<file path="config.mk">
export PLATFORM = sky130hd
export DESIGN_NAME = fp_ctl_status_reg
export DESIGN_NICKNAME = d
export VERILOG_FILES = /design/src/rtl/fpcsr_pkg.sv /design/src/rtl/fpcsr_ctrl_store.sv /design/src/rtl/fpcsr_flag_accum.sv /design/src/rtl/fpcsr_sat_track.sv /design/src/rtl/fp_ctl_status_reg.sv
export SDC_FILE = /design/constraint.sdc
export NUM_CORES = 1
export LEC_CHECK = 0
export ABC_AREA = 1
export BUFFER_PORTS_ARGS = -buffer_cell sky130_fd_sc_hd__buf_2
export CORE_ASPECT_RATIO = 1.25
export CORE_MARGIN = 5
export CORE_UTILIZATION = 34
export DETAILED_ROUTE_END_ITERATION = 12
export PLACE_DENSITY = 0.75
export SYNTH_ARGS = -nofsm -noshare
export SYNTH_HDL_FRONTEND = slang
export SYNTH_SLANG_ARGS = --single-unit
</file>
<file path="constraint.sdc">
create_clock -name clk -period 0.8 [get_ports clk]
set_input_delay 0.04 -clock clk [delete_from_list [all_inputs] [get_ports clk]]
set_output_delay 0.04 -clock clk [all_outputs]
set_load 0.02 [all_outputs]
</file>
<file path="src/rtl/fpcsr_pkg.sv">
// Shared encodings and field positions for the floating-point control word.
// Assumes a 32-bit word; positions here are decoded by the datapaths.
package fpcsr_pkg;
    localparam int WORD_W      = 32;
    localparam int EV_W        = 7;
    localparam int FLAG_W      = 6;
    localparam int N_SAT       = 4;
    localparam int LEN_LO      = 16;
    localparam int LEN_W       = 3;
    localparam int FTZ_HALF_B  = 19;
    localparam int STRIDE_LO   = 20;
    localparam int STRIDE_W    = 2;
    localparam int RM_LO       = 22;
    localparam int FTZ_B       = 24;
    localparam int DNAN_B      = 25;
    localparam int SAT_B       = 27;
    localparam int CC_LO       = 28;
    localparam logic [WORD_W-1:0] CTRL_KEEP = 32'hF7C8_0000;

    // event vector positions
    localparam int EV_INVALID  = 0;
    localparam int EV_DIVZERO  = 1;
    localparam int EV_OVERFLOW = 2;
    localparam int EV_UNDERFL  = 3;
    localparam int EV_INEXACT  = 4;
    localparam int EV_OUTDEN   = 5;
    localparam int EV_INDEN    = 6;

    typedef enum logic [1:0] {
        RM_NEAREST = 2'd0,
        RM_POS_INF = 2'd1,
        RM_NEG_INF = 2'd2,
        RM_ZERO    = 2'd3
    } round_mode_e;

    // Condition nibble for a compare relation code.
    function automatic logic [3:0] cc_encode(input logic [1:0] rel);
        case (rel)
            2'd0:    cc_encode = 4'b0110;
            2'd1:    cc_encode = 4'b1000;
            2'd2:    cc_encode = 4'b0010;
            default: cc_encode = 4'b0011;
        endcase
    endfunction
endpackage

</file>
<file path="src/rtl/fpcsr_ctrl_store.sv">
// Main control storage plus the vector length and stride fields.
// Assumes: a write wins over a compare strobe in the same cycle.
module fpcsr_ctrl_store
    import fpcsr_pkg::*;
#(
    parameter bit HALF_EN = 1'b1
) (
    input  logic                clk,
    input  logic                rst_n,
    input  logic                wr_en,
    input  logic [WORD_W-1:0]   wr_data,
    input  logic                cmp_valid,
    input  logic [1:0]          cmp_rel,
    output logic [WORD_W-1:0]   ctrl_word,
    output logic [LEN_W-1:0]    len_q,
    output logic [STRIDE_W-1:0] stride_q
);
    localparam logic [WORD_W-1:0] HALF_BIT  = WORD_W'(1) << FTZ_HALF_B;
    localparam logic [WORD_W-1:0] KEEP_MASK = HALF_EN ? CTRL_KEEP : (CTRL_KEEP & ~HALF_BIT);

    logic [WORD_W-1:0] ctrl_q;

    // Load on write, otherwise fold in compare results.
    always_ff @(posedge clk) begin
        if (!rst_n) begin
            ctrl_q   <= '0;
            len_q    <= '0;
            stride_q <= '0;
        end else if (wr_en) begin
            ctrl_q   <= wr_data & KEEP_MASK;
            len_q    <= wr_data[LEN_LO +: LEN_W];
            stride_q <= wr_data[STRIDE_LO +: STRIDE_W];
        end else if (cmp_valid) begin
            ctrl_q[CC_LO +: 4] <= cc_encode(cmp_rel);
        end
    end

    assign ctrl_word = ctrl_q;

    a_r8_less_code: assert property (@(posedge clk) disable iff (!rst_n)
        (!wr_en && cmp_valid && cmp_rel == 2'd1) |=> (ctrl_q[CC_LO +: 4] == 4'b1000));
    a_r2_mode_bits_kept: assert property (@(posedge clk) disable iff (!rst_n)
        wr_en |=> (ctrl_q[26:22] == $past(wr_data[26:22])));

    generate
        if (!HALF_EN) begin : g_no_half
            a_r11_half_ftz_zero: assert property (@(posedge clk) disable iff (!rst_n)
                wr_en |=> !ctrl_q[FTZ_HALF_B]);
        end
    endgenerate
endmodule

</file>
<file path="src/rtl/fpcsr_flag_accum.sv">
// Sticky cumulative exception flags fed by two datapaths.
// Assumes: half-path input-denormal is ignored; a write wins over raises.
module fpcsr_flag_accum
    import fpcsr_pkg::*;
(
    input  logic              clk,
    input  logic              rst_n,
    input  logic              wr_en,
    input  logic [7:0]        wr_flags,
    input  logic [EV_W-1:0]   raise_main,
    input  logic [EV_W-1:0]   raise_half,
    output logic [7:0]        flag_word
);
    logic [FLAG_W-1:0] flags_q;
    logic [EV_W-1:0]   half_masked;
    logic [EV_W-1:0]   ev_all;
    logic [FLAG_W-1:0] ev_flags;

    // Merge both event sources into flag order.
    always_comb begin
        half_masked             = raise_half;
        half_masked[EV_INDEN]   = 1'b0;
        ev_all                  = raise_main | half_masked;
        ev_flags[0] = ev_all[EV_INVALID];
        ev_flags[1] = ev_all[EV_DIVZERO];
        ev_flags[2] = ev_all[EV_OVERFLOW];
        ev_flags[3] = ev_all[EV_UNDERFL] | ev_all[EV_OUTDEN];
        ev_flags[4] = ev_all[EV_INEXACT];
        ev_flags[5] = ev_all[EV_INDEN];
    end

    // Load on write, otherwise accumulate.
    always_ff @(posedge clk) begin
        if (!rst_n)     flags_q <= '0;
        else if (wr_en) flags_q <= {wr_flags[7], wr_flags[4:0]};
        else            flags_q <= flags_q | ev_flags;
    end

    assign flag_word = {flags_q[5], 2'b00, flags_q[4:0]};

    a_r12_flags_sticky: assert property (@(posedge clk) disable iff (!rst_n)
        !wr_en |=> ((flags_q & $past(flags_q)) == $past(flags_q)));
    a_r6_outden_to_uf: assert property (@(posedge clk) disable iff (!rst_n)
        (!wr_en && raise_main[EV_OUTDEN]) |=> flags_q[3]);
    a_r5_invalid_raise: assert property (@(posedge clk) disable iff (!rst_n)
        (!wr_en && raise_main[EV_INVALID]) |=> flags_q[0]);
endmodule

</file>
<file path="src/rtl/fpcsr_sat_track.sv">
// Saturation sources; the flag reads as the OR of all sources.
// Assumes: a write loads source 0 and clears the rest.
module fpcsr_sat_track
    import fpcsr_pkg::*;
#(
    parameter int N_SRC = N_SAT
) (
    input  logic             clk,
    input  logic             rst_n,
    input  logic             wr_en,
    input  logic             wr_bit,
    input  logic [N_SRC-1:0] sat_set,
    output logic             sat_any
);
    logic [N_SRC-1:0] src_q;

    // Per-source sticky storage.
    always_ff @(posedge clk) begin
        if (!rst_n)     src_q <= '0;
        else if (wr_en) src_q <= {{(N_SRC-1){1'b0}}, wr_bit};
        else            src_q <= src_q | sat_set;
    end

    assign sat_any = |src_q;

    a_r9_write_loads_src0: assert property (@(posedge clk) disable iff (!rst_n)
        wr_en |=> (src_q[N_SRC-1:1] == '0 && src_q[0] == $past(wr_bit)));
    a_r10_write_beats_set: assert property (@(posedge clk) disable iff (!rst_n)
        (wr_en && !wr_bit) |=> !sat_any);
endmodule

</file>
<file path="src/rtl/fp_ctl_status_reg.sv">
// Floating-point control/status word: merges separately held fields on
// read and decodes control fields for the datapaths.
// Assumes: all state is registered; rd_data is combinational from state.
module fp_ctl_status_reg
    import fpcsr_pkg::*;
#(
    parameter bit HALF_EN = 1'b1
) (
    input  logic        clk,
    input  logic        rst_n,
    input  logic        wr_en,
    input  logic [31:0] wr_data,
    output logic [31:0] rd_data,
    input  logic [6:0]  raise_main,
    input  logic [6:0]  raise_half,
    input  logic        cmp_valid,
    input  logic [1:0]  cmp_rel,
    input  logic [3:0]  sat_set,
    output logic [1:0]  rm_main,
    output logic [1:0]  rm_half,
    output logic        ftz_main,
    output logic        ftz_half,
    output logic        dnan_en,
    output logic [2:0]  vec_len,
    output logic [1:0]  vec_stride
);
    logic [WORD_W-1:0]   ctrl_word;
    logic [LEN_W-1:0]    len_q;
    logic [STRIDE_W-1:0] stride_q;
    logic [7:0]          flag_word;
    logic                sat_any;
    round_mode_e         rm_dec;

    fpcsr_ctrl_store #(.HALF_EN(HALF_EN)) u_ctrl (
        .clk(clk), .rst_n(rst_n), .wr_en(wr_en), .wr_data(wr_data),
        .cmp_valid(cmp_valid), .cmp_rel(cmp_rel),
        .ctrl_word(ctrl_word), .len_q(len_q), .stride_q(stride_q)
    );

    fpcsr_flag_accum u_flags (
        .clk(clk), .rst_n(rst_n), .wr_en(wr_en), .wr_flags(wr_data[7:0]),
        .raise_main(raise_main), .raise_half(raise_half), .flag_word(flag_word)
    );

    fpcsr_sat_track #(.N_SRC(N_SAT)) u_sat (
        .clk(clk), .rst_n(rst_n), .wr_en(wr_en), .wr_bit(wr_data[SAT_B]),
        .sat_set(sat_set), .sat_any(sat_any)
    );

    // Assemble the read word from its separate pieces.
    always_comb begin
        rd_data                          = ctrl_word;
        rd_data[LEN_LO +: LEN_W]         = len_q;
        rd_data[STRIDE_LO +: STRIDE_W]   = stride_q;
        rd_data[SAT_B]                   = sat_any;
        rd_data[7:0]                     = flag_word;
    end

    // Decode control fields for both datapaths.
    always_comb begin
        rm_dec     = round_mode_e'(ctrl_word[RM_LO +: 2]);
        rm_main    = rm_dec;
        rm_half    = rm_dec;
        ftz_main   = ctrl_word[FTZ_B];
        ftz_half   = ctrl_word[FTZ_HALF_B];
        dnan_en    = ctrl_word[DNAN_B];
        vec_len    = len_q;
        vec_stride = stride_q;
    end

    a_r2_reserved_zero: assert property (@(posedge clk) disable iff (!rst_n)
        rd_data[15:8] == 8'h00 && rd_data[6:5] == 2'b00);
endmodule

</file>
Yosys cells after proc, flatten, opt, wreduce, memory -nomap -nowiden --
Cells that the tools add are included.
Storage, ports and cells: flip-flop bits (word level) 25, bits of input ports 56, output and inout port bits 44, logic and storage cells 23
Operators by class: equal/unequal tests 2, multiplexer cells 5, bitwise gates (word level) 5, reduce and logical (&&, ||, !) cells 4
Operators with widths (number):
- $pmux W4 S3 | 1
- $mux W4 | 2
- $or A7 B6 Y7 | 1
- $mux W6 | 1
- $or A6 B6 Y6 | 1
- $or A4 B4 Y4 | 1
- $reduce_or A4 Y1 | 1
- $eq A2 B1 Y1 const B | 1
- $eq A2 B2 Y1 const B | 1
- $logic_not A2 Y1 | 1
- $reduce_bool A2 Y1 | 1
- $reduce_or A2 Y1 | 1
- $mux W1 | 1
- $not A1 Y1 | 1
- $or A1 B1 Y1 | 1

Depth between registers and ports, before layout --
Gate-level depths: netlist (run 1).
depth after elaboration 4, depth in mapped cells 7, gate-level depth less buffers 6

Hierarchy --
From an unflattened synthesis (run 1), not the netlist that was laid out.
Second synthesis, totals: cells, all modules 185, area total of the unflattened synthesis 1367.6 um^2
Modules (own cells, without submodules):
- fpcsr_ctrl_store | instances 1, cells each 109, area each 842.1 um^2, seq. area each 300.3 um^2
- fpcsr_flag_accum | instances 1, cells each 42, area each 281.5 um^2, seq. area each 120.1 um^2
- fpcsr_sat_track | instances 1, cells each 21, area each 146.4 um^2, seq. area each 80.1 um^2
- fp_ctl_status_reg | instances 1, cells each 13, area each 97.6 um^2, seq. area each 0.0 um^2

Worst setup path before layout (run 1) --
OpenSTA, ideal clock, no wires.
path kind register to register, start point reg u_ctrl.ctrl_word[30] (netlist name), end point reg u_ctrl.ctrl_q[30], in the netlist u_ctrl.ctrl_word[30], library setup time 70 ps, data arrival time 657 ps, path slack 73 ps, stages on the path, launching flop included 5, path buffers 0, clock period less this slack 727 ps, path through dfxtp_1 -> inv_1 -> nand2_1 -> nand2_1 -> a21oi_1
RTL lines:
- end signal: assignment | RTL line fpcsr_ctrl_store.sv:30 | ctrl_q <= wr_data & KEEP_MASK;
- end signal: indexed assignment | RTL line fpcsr_ctrl_store.sv:34 | ctrl_q[CC_LO +: 4] <= cc_encode(cmp_rel);
- end: declaration | RTL line fpcsr_ctrl_store.sv:21 | logic [WORD_W-1:0] ctrl_q;

Worst setup path after layout (run 1) --
start point reg u_sat.src_q[2], end point out rd_data[27]
Between the ends: longest elaborated chain between the ends 1
RTL lines:
- start: declaration | RTL line fpcsr_sat_track.sv:15 | logic [N_SRC-1:0] src_q;
- start signal: assignment | RTL line fpcsr_sat_track.sv:20 | else if (wr_en) src_q <= {{(N_SRC-1){1'b0}}, wr_bit};
- start signal: assignment | RTL line fpcsr_sat_track.sv:21 | else src_q <= src_q | sat_set;
- $reduce_or A4 Y1 | RTL line fpcsr_sat_track.sv:24 | assign sat_any = |src_q;
- end: declaration | RTL line fp_ctl_status_reg.sv:13 | output logic [31:0] rd_data,
No other way between the ends.

==> reports/metrics.yaml, run 1 <==
synthesis:
  yosys_warnings: 0
  synth.largest_area_cell: "dfxtp_1"
  synth_top_area_share_pct: 42.0
  syn_avg_cell_area_um2: 7.31
  synth_seq_cells: 25
  yosys-top-cells-area: "dfxtp_1 (42%), nor2_1 (16%), buf_4 (16%), o21ai_0 (7.1%), nand2_1 (5.0%)"
  syn_area_um2: 1190
  postSynthCellCount: 163
  ys_seq_area_share_pct: 42.0
  yosysUniqueCellTypes: 18
clock_tree:
  cts_buffers: 3
  cts.clk_slew.worst_paths_ns: 0.08
  clockRootBuffer: "clkbuf_8"
  cts_tree: "built"
  clk_path_buf_depth: 2
  clkLatencyLatePin_ns: 0.26
  clock-sinks: 25
  cts_max_level: 1
floorplanning:
  fp.dieH_um: 76.2
  die-area_um2: 4790
  core_area_um2: 3420
  die_w_um: 62.9
  start_util_pct: 34.8
  rows: 24
  ios: 100
setup_path:
  crit_slowest_cell: "dfxtp_2"
  arrival_ns: 0.89
  reg2reg_depth: 4
  slowest_delay_ns: 0.33
  critPathKind: "flip-flop to output port"
  path_max_fanout: 2
  endpoint_kind: "output port"
  cp.required_ns: 0.76
  path_cells: "nor2_2, nand2_1, buf_6"
  cp-start-kind: "flip-flop"
placement:
  io_buffer_count: 78
  gp_congestion: 0.739
  hpwl_mm: 2.23
  place_ws_ns: 0.0324
  place_area_um2: 1480
  placedCellCount: 263
power:
  finalPower_mw: 2.98
  ir_worst_vdd_v: 0.000886
  p_leak_nw: 0.942
  powerDensity_nw_per_um2: 1600
sta:
  min_period_over_period_pct: 116
  grt_setup_unrepaired: "true"
  max_freq_mhz: 1080
  setup_viol_count_final: 2
  hold_slack_ns: 0.00373
  finClkSkew_ns: 0
  fin_crit_ns: 0.925
  setup_slack_ns: -0.125
  hold_viol: 0
  slew_violations: 0
  final.setup.tns_ns: -0.130
detailed_routing:
  drt_iter0_drc: 48
  drc: 0
  antenna_left: 0
  drt-pass1-iter-count: 4
  wire_per_inst_um: 11.9
  viasPerCell: 4.40
  via_count: 1218
  drt-total-wl_mm: 3.31
worst_hold_path:
  min_path_cells: 3
  hp-class: "input port to flip-flop"
final_layout:
  regArea_um2: 536
  drive_above_1_share_pct: 49.2
  areaGrowthSynthToFinish_pct: 56.3
  fin_util_pct: 54.4
  nets: 295
  fin_area_um2: 1860
  multi_input_area_um2: 480
  final_cells: 277
  fill_cells: 326
  diodes: 0
global_routing:
  grt_util_all_layers_pct: 12.3
  grt_max_degree: 22
  grt_pass1_wl_mm: 4.97
  grt_pass1_vias: 1149
  antenna_found_initial: 0
  grt_overflow: 0
outcome:
  violations: "negative setup slack"
  status: "complete, but fails checks"
flow_run:
  cap_violations: 0
[Yosys cell counts]
cell type and count:
nor2_1 52, buf_4 25, dfxtp_1 25, o21ai_0 17, nand2_1 16, a21oi_1 7
inv_1 6, buf_6 3, nand3_1 2, nor3_1 2, clkbuf_1 1, clkbuf_2 1
conb_1 1, inv_4 1, nand3_2 1, nor2_2 1, nor2_4 1, o21ai_1 1
[path summary, 6_finish.rpt]
kind / startpoint / slack, ns / end
worst max-delay path: u_sat.src_q[2] / -0.13 / rd_data[27]
worst min-delay path: sat_set[2] / 0.004 / u_sat.src_q[2]
worst max register to register: u_flags.flags_q[3] / 0.11 / u_flags.flags_q[3]
worst min register to register: u_sat.src_q[3] / 0.49 / u_sat.src_q[3]
[routing by layer]
metal | track usage, % | vias up | routed length [µm]
li1 | - | 621 | -
met1 | 12.1 | 545 | 1180
met2 | 24.6 | 48 | 1890
met3 | 2.51 | 4 | 212
met4 | 3.82 | 0 | 28
met5 | 0 | - | 0
[cells in the final DEF, fill, tap and decap left out, drive strengths merged]
cell,n
dfxtp,25
nand2,16
dlygate4sd3,10
buf,82
clkbuf,4
nor2,54
conb,10
nor3,2
nand3,3
inv,7
o21ai,18
a21oi,7
[logic make-up (layout without fill, tap and decap cells)]
| group | count (synthesis) | count (layout) | share of synthesized area [%] |
|---|---|---|---|
| buf+inv | 37 | 103 | 21.7 |
| simple gates | 75 | 75 | 25.4 |
| compound gates | 25 | 25 | 10.5 |
| other cells | 1 | 10 | 0.315 |
| flops | 25 | 25 | 42.0 |
[report_power, final]
| part | internal, mW | total [mW] | switching [mW] | leakage (nW) |
|---|---|---|---|---|
| Combinational | 0.407 | 0.834 | 0.427 | 0.704 |
| Sequential | 1.35 | 1.42 | 0.0739 | 0.215 |
| Clock | 0.355 | 0.726 | 0.371 | 0.0228 |
[registers in the layout (all words and copies together), names as in the netlist]
signal and count:
u_ctrl.stride_q 2, u_sat.src_q 4, u_ctrl.ctrl_word 10, u_flags.flags_q 6
u_ctrl.len_q 3
[timing repair]
item	CTS	global route
endpoints found under the hold margin	10	0
setup buffers	0	0
cloned	0	0
pin swaps	2	2
endpoints found under the setup margin	33	36
hold buffers	10	0
gates resized for setup	56	36
[area by class of cell]
class                           instances  share of cell area (%)
Tap cell                               39                    2.62
Sequential cell                        25                    28.8
Clock buffer                            4                    2.42
Timing Repair Buffer                   92                    38.8
Inverter                                7                    1.55
Multi-Input combinational cell        110                    25.8
[critical path, delay by kind of cell, from the launching register on]
kind | cells | cell delay (ns)
buffers and inverters | 1 | 0.13
DFF | 1 | 0.33
and+or+nand+nor | 2 | 0.17
Note: power is estimated with default switching activity, not from simulation.
==> inputs of run 2 (changes only) <==
Settings changed: BUFFER_PORTS_ARGS -buffer_cell sky130_fd_sc_hd__buf_2 to -buffer_cell sky130_fd_sc_hd__buf_4, CORE_UTILIZATION 34 to 35, CTS_BUF_LIST from default to sky130_fd_sc_hd__clkbuf_8, HOLD_SLACK_MARGIN from default to 0.06, PLACE_DENSITY 0.75 to 0.77.
==> run 2 against run 1 <==
Against the previous run: the flow still finishes with violations (negative setup slack); total power up 5.2%; count of clock-buffer cells in the layout is 1 lower; hold slack gained 0.057 ns; register-to-register slack barely moved; sequential power is essentially flat; worst setup slack gained 0.013 ns; critical endpoint unchanged.
==> reports/metrics.yaml, run 2 (synthesis gave the netlist of run 1 again) <==
global_routing:
  antenna_found_initial: 0  # unchanged
  grt_max_degree: 22  # unchanged
  grt_overflow: 0  # unchanged
  grt_util_all_layers_pct: 15.4  # +3.1 points
  grt_pass1_wl_mm: 5.88  # +18%
  grt_pass1_vias: 1354  # +18%
power:
  powerDensity_nw_per_um2: 1410  # -12%
  p_leak_nw: 1.07  # +14%
  power_frac_seq_pct: 45.2  # -2.4 points
  p_comb_share_pct: 32.0  # +4.0 points
  p_clk_share_pct: 22.8  # -1.6 points
  finalPower_mw: 3.14  # +5.2%
  power_switching_mw: 0.909  # +4.3%
  switching_share_pct: 29.0  # -0.27 points
  intPower_mw: 2.23  # +5.7%
  ir_worst_vdd_v: 0.000792  # -11%
detailed_routing:
  drt-total-wl_mm: 3.78  # +14%
  via_count: 1289  # +5.8%
  drt-pass1-iter-count: 4  # unchanged
  antenna_left: 0  # unchanged
  wire_per_inst_um: 12.8  # +6.9%
  viasPerCell: 4.35  # -0.96%
  drt_iter0_drc: 34  # -29%
  drc: 0  # unchanged
floorplanning:
  rows: 23  # -4.2%
  die_w_um: 62.2  # -1.2%
  fp.dieH_um: 75.2  # -1.2%
  core_area_um2: 3250  # -5.0%
  ios: 100  # unchanged
  start_util_pct: 36.6  # +1.8 points
  die-area_um2: 4680  # -2.4%
final_layout:
  nets: 316  # +7.1%
  areaGrowthSynthToFinish_pct: 86.8
  fin_util_pct: 68.4  # +14 points
  drive_above_1_share_pct: 45.6  # -3.6 points
  final_common_cell: "buf_4"
  largest_register_ffs: 10  # unchanged
  diodes: 0  # unchanged
  layout_common_cells: "buf_4 (49), nor2_1 (47), dlygate4sd3_1 (34), buf_6 (29), dfxtp_2 (19)"
clock_tree:
  cts_setup_buffers: 0  # unchanged
  cts_buffers: 3  # unchanged
  cts.clk_slew.worst_paths_ns: 0.09  # about the same
  cts_tree: "built"
  clkLatencyLatePin_ns: 0.25  # about the same
  cts_max_level: 1  # unchanged
  clk_path_buf_depth: 2  # unchanged
  clockRootBuffer: "clkbuf_8"
  clock-sinks: 25  # unchanged
setup_path:
  cp.required_ns: 0.76  # about the same
  endpoint_kind: "output port"
  critPathKind: "flip-flop to output port"
  arrival_ns: 0.87  # -0.02 ns
  crit_family: "flip-flops"
  path_max_fanout: 2  # unchanged
  path_cells: "nor2_2, nand2_1, buf_6"
  cp-start-kind: "flip-flop"
  crit_slowest_cell: "dfxtp_2"
  crit_buf_inv: 1  # unchanged
  slowest_delay_ns: 0.33  # about the same
sta:
  hold_viol: 0  # unchanged
  slew_violations: 0  # unchanged
  fin_crit_ns: 0.912  # -0.0130 ns
  final.setup.tns_ns: -0.112  # +0.0180 ns
  finClkSkew_ns: 0  # unchanged
  setup_slack_ns: -0.112  # +0.0130 ns
  setup_viol_count_final: 1  # -1
  max_freq_mhz: 1100  # +1.4%
  grt_setup_unrepaired: "true"
  min_period_over_period_pct: 114  # -1.6 points
worst_hold_path:
  hp-class: "input port to flip-flop"
placement:
  place_ws_ns: 0.00971  # -0.0227 ns
  gp_congestion: 0.705  # -4.5%
  hpwl_mm: 2.36  # +5.8%
  io_buffer_count: 78  # unchanged
flow_run:
  cap_violations: 0  # unchanged
outcome:
  violations: "negative setup slack"
  status: "complete, but fails checks"
## run 2: path summary, 6_finish.rpt
kind                      startpoint                   end  slack, ns  cells after the start
setup / recovery      u_sat.src_q[0]           rd_data[27]      -0.11                      3
hold / removal            cmp_rel[0]  u_ctrl.ctrl_word[30]       0.06                      4
setup reg to reg  u_flags.flags_q[3]    u_flags.flags_q[3]       0.11                      4
hold reg to reg       u_sat.src_q[0]        u_sat.src_q[0]       0.48                      2
## run 2: timing repair
action | in CTS | in global routing
pin swaps | 1 | 3
setup endpoints to repair | 24 | 39
gates resized for setup | 21 | 51
hold buffers | 34 | 0
hold endpoints to repair | 22 | 0
## run 2: tightest hold or removal path, delay by kind of cell
family          cells  cell delay [ns]
compound gates      1             0.06
simple gates        2             0.09
buf+inv             1             0.10
## run 2: final cells by class
type,count,area (µm²)
Inverter,7,28.8
Clock buffer,3,41.3
Fill cell,276,1030
Timing Repair Buffer,113,1050
Tap cell,37,46.3
Clock inverter,1,3.75
Sequential cell,25,543
Multi-Input combinational cell,110,507
## run 2: metal layers
metal / track usage [%] / share of wire (%)
met1: 14.4 / 35
met2: 33.1 / 58
met3: 3.88 / 6.9
met4: 3.61 / 0.42
met5: 0 / 0
## run 2: power by group through the flow
stage | clock, mW | combinational, mW | sequential (mW)
detailed placement | 0 | 0.793 | 1.41
finish | 0.714 | 1.00 | 1.42
global placement | 0 | 0.785 | 1.41
global route | 0.788 | 1.09 | 1.43
CTS | 0.747 | 0.944 | 1.39
floorplan | 0 | 0.404 | 1.50
## run 2: metrics by stage
step / hold WS (ns) / instances / instance area [µm²]
2_1_floorplan: 0.160 / 172 / 1220
3_3_place_gp: 0.246 / 262 / 1680
3_5_place_dp: 0.255 / 262 / 1680
4_1_cts: 0.0606 / 300 / 2110
5_1_grt: 0.0810 / 296 / 2220
6_report: 0.0608 / 296 / 2220
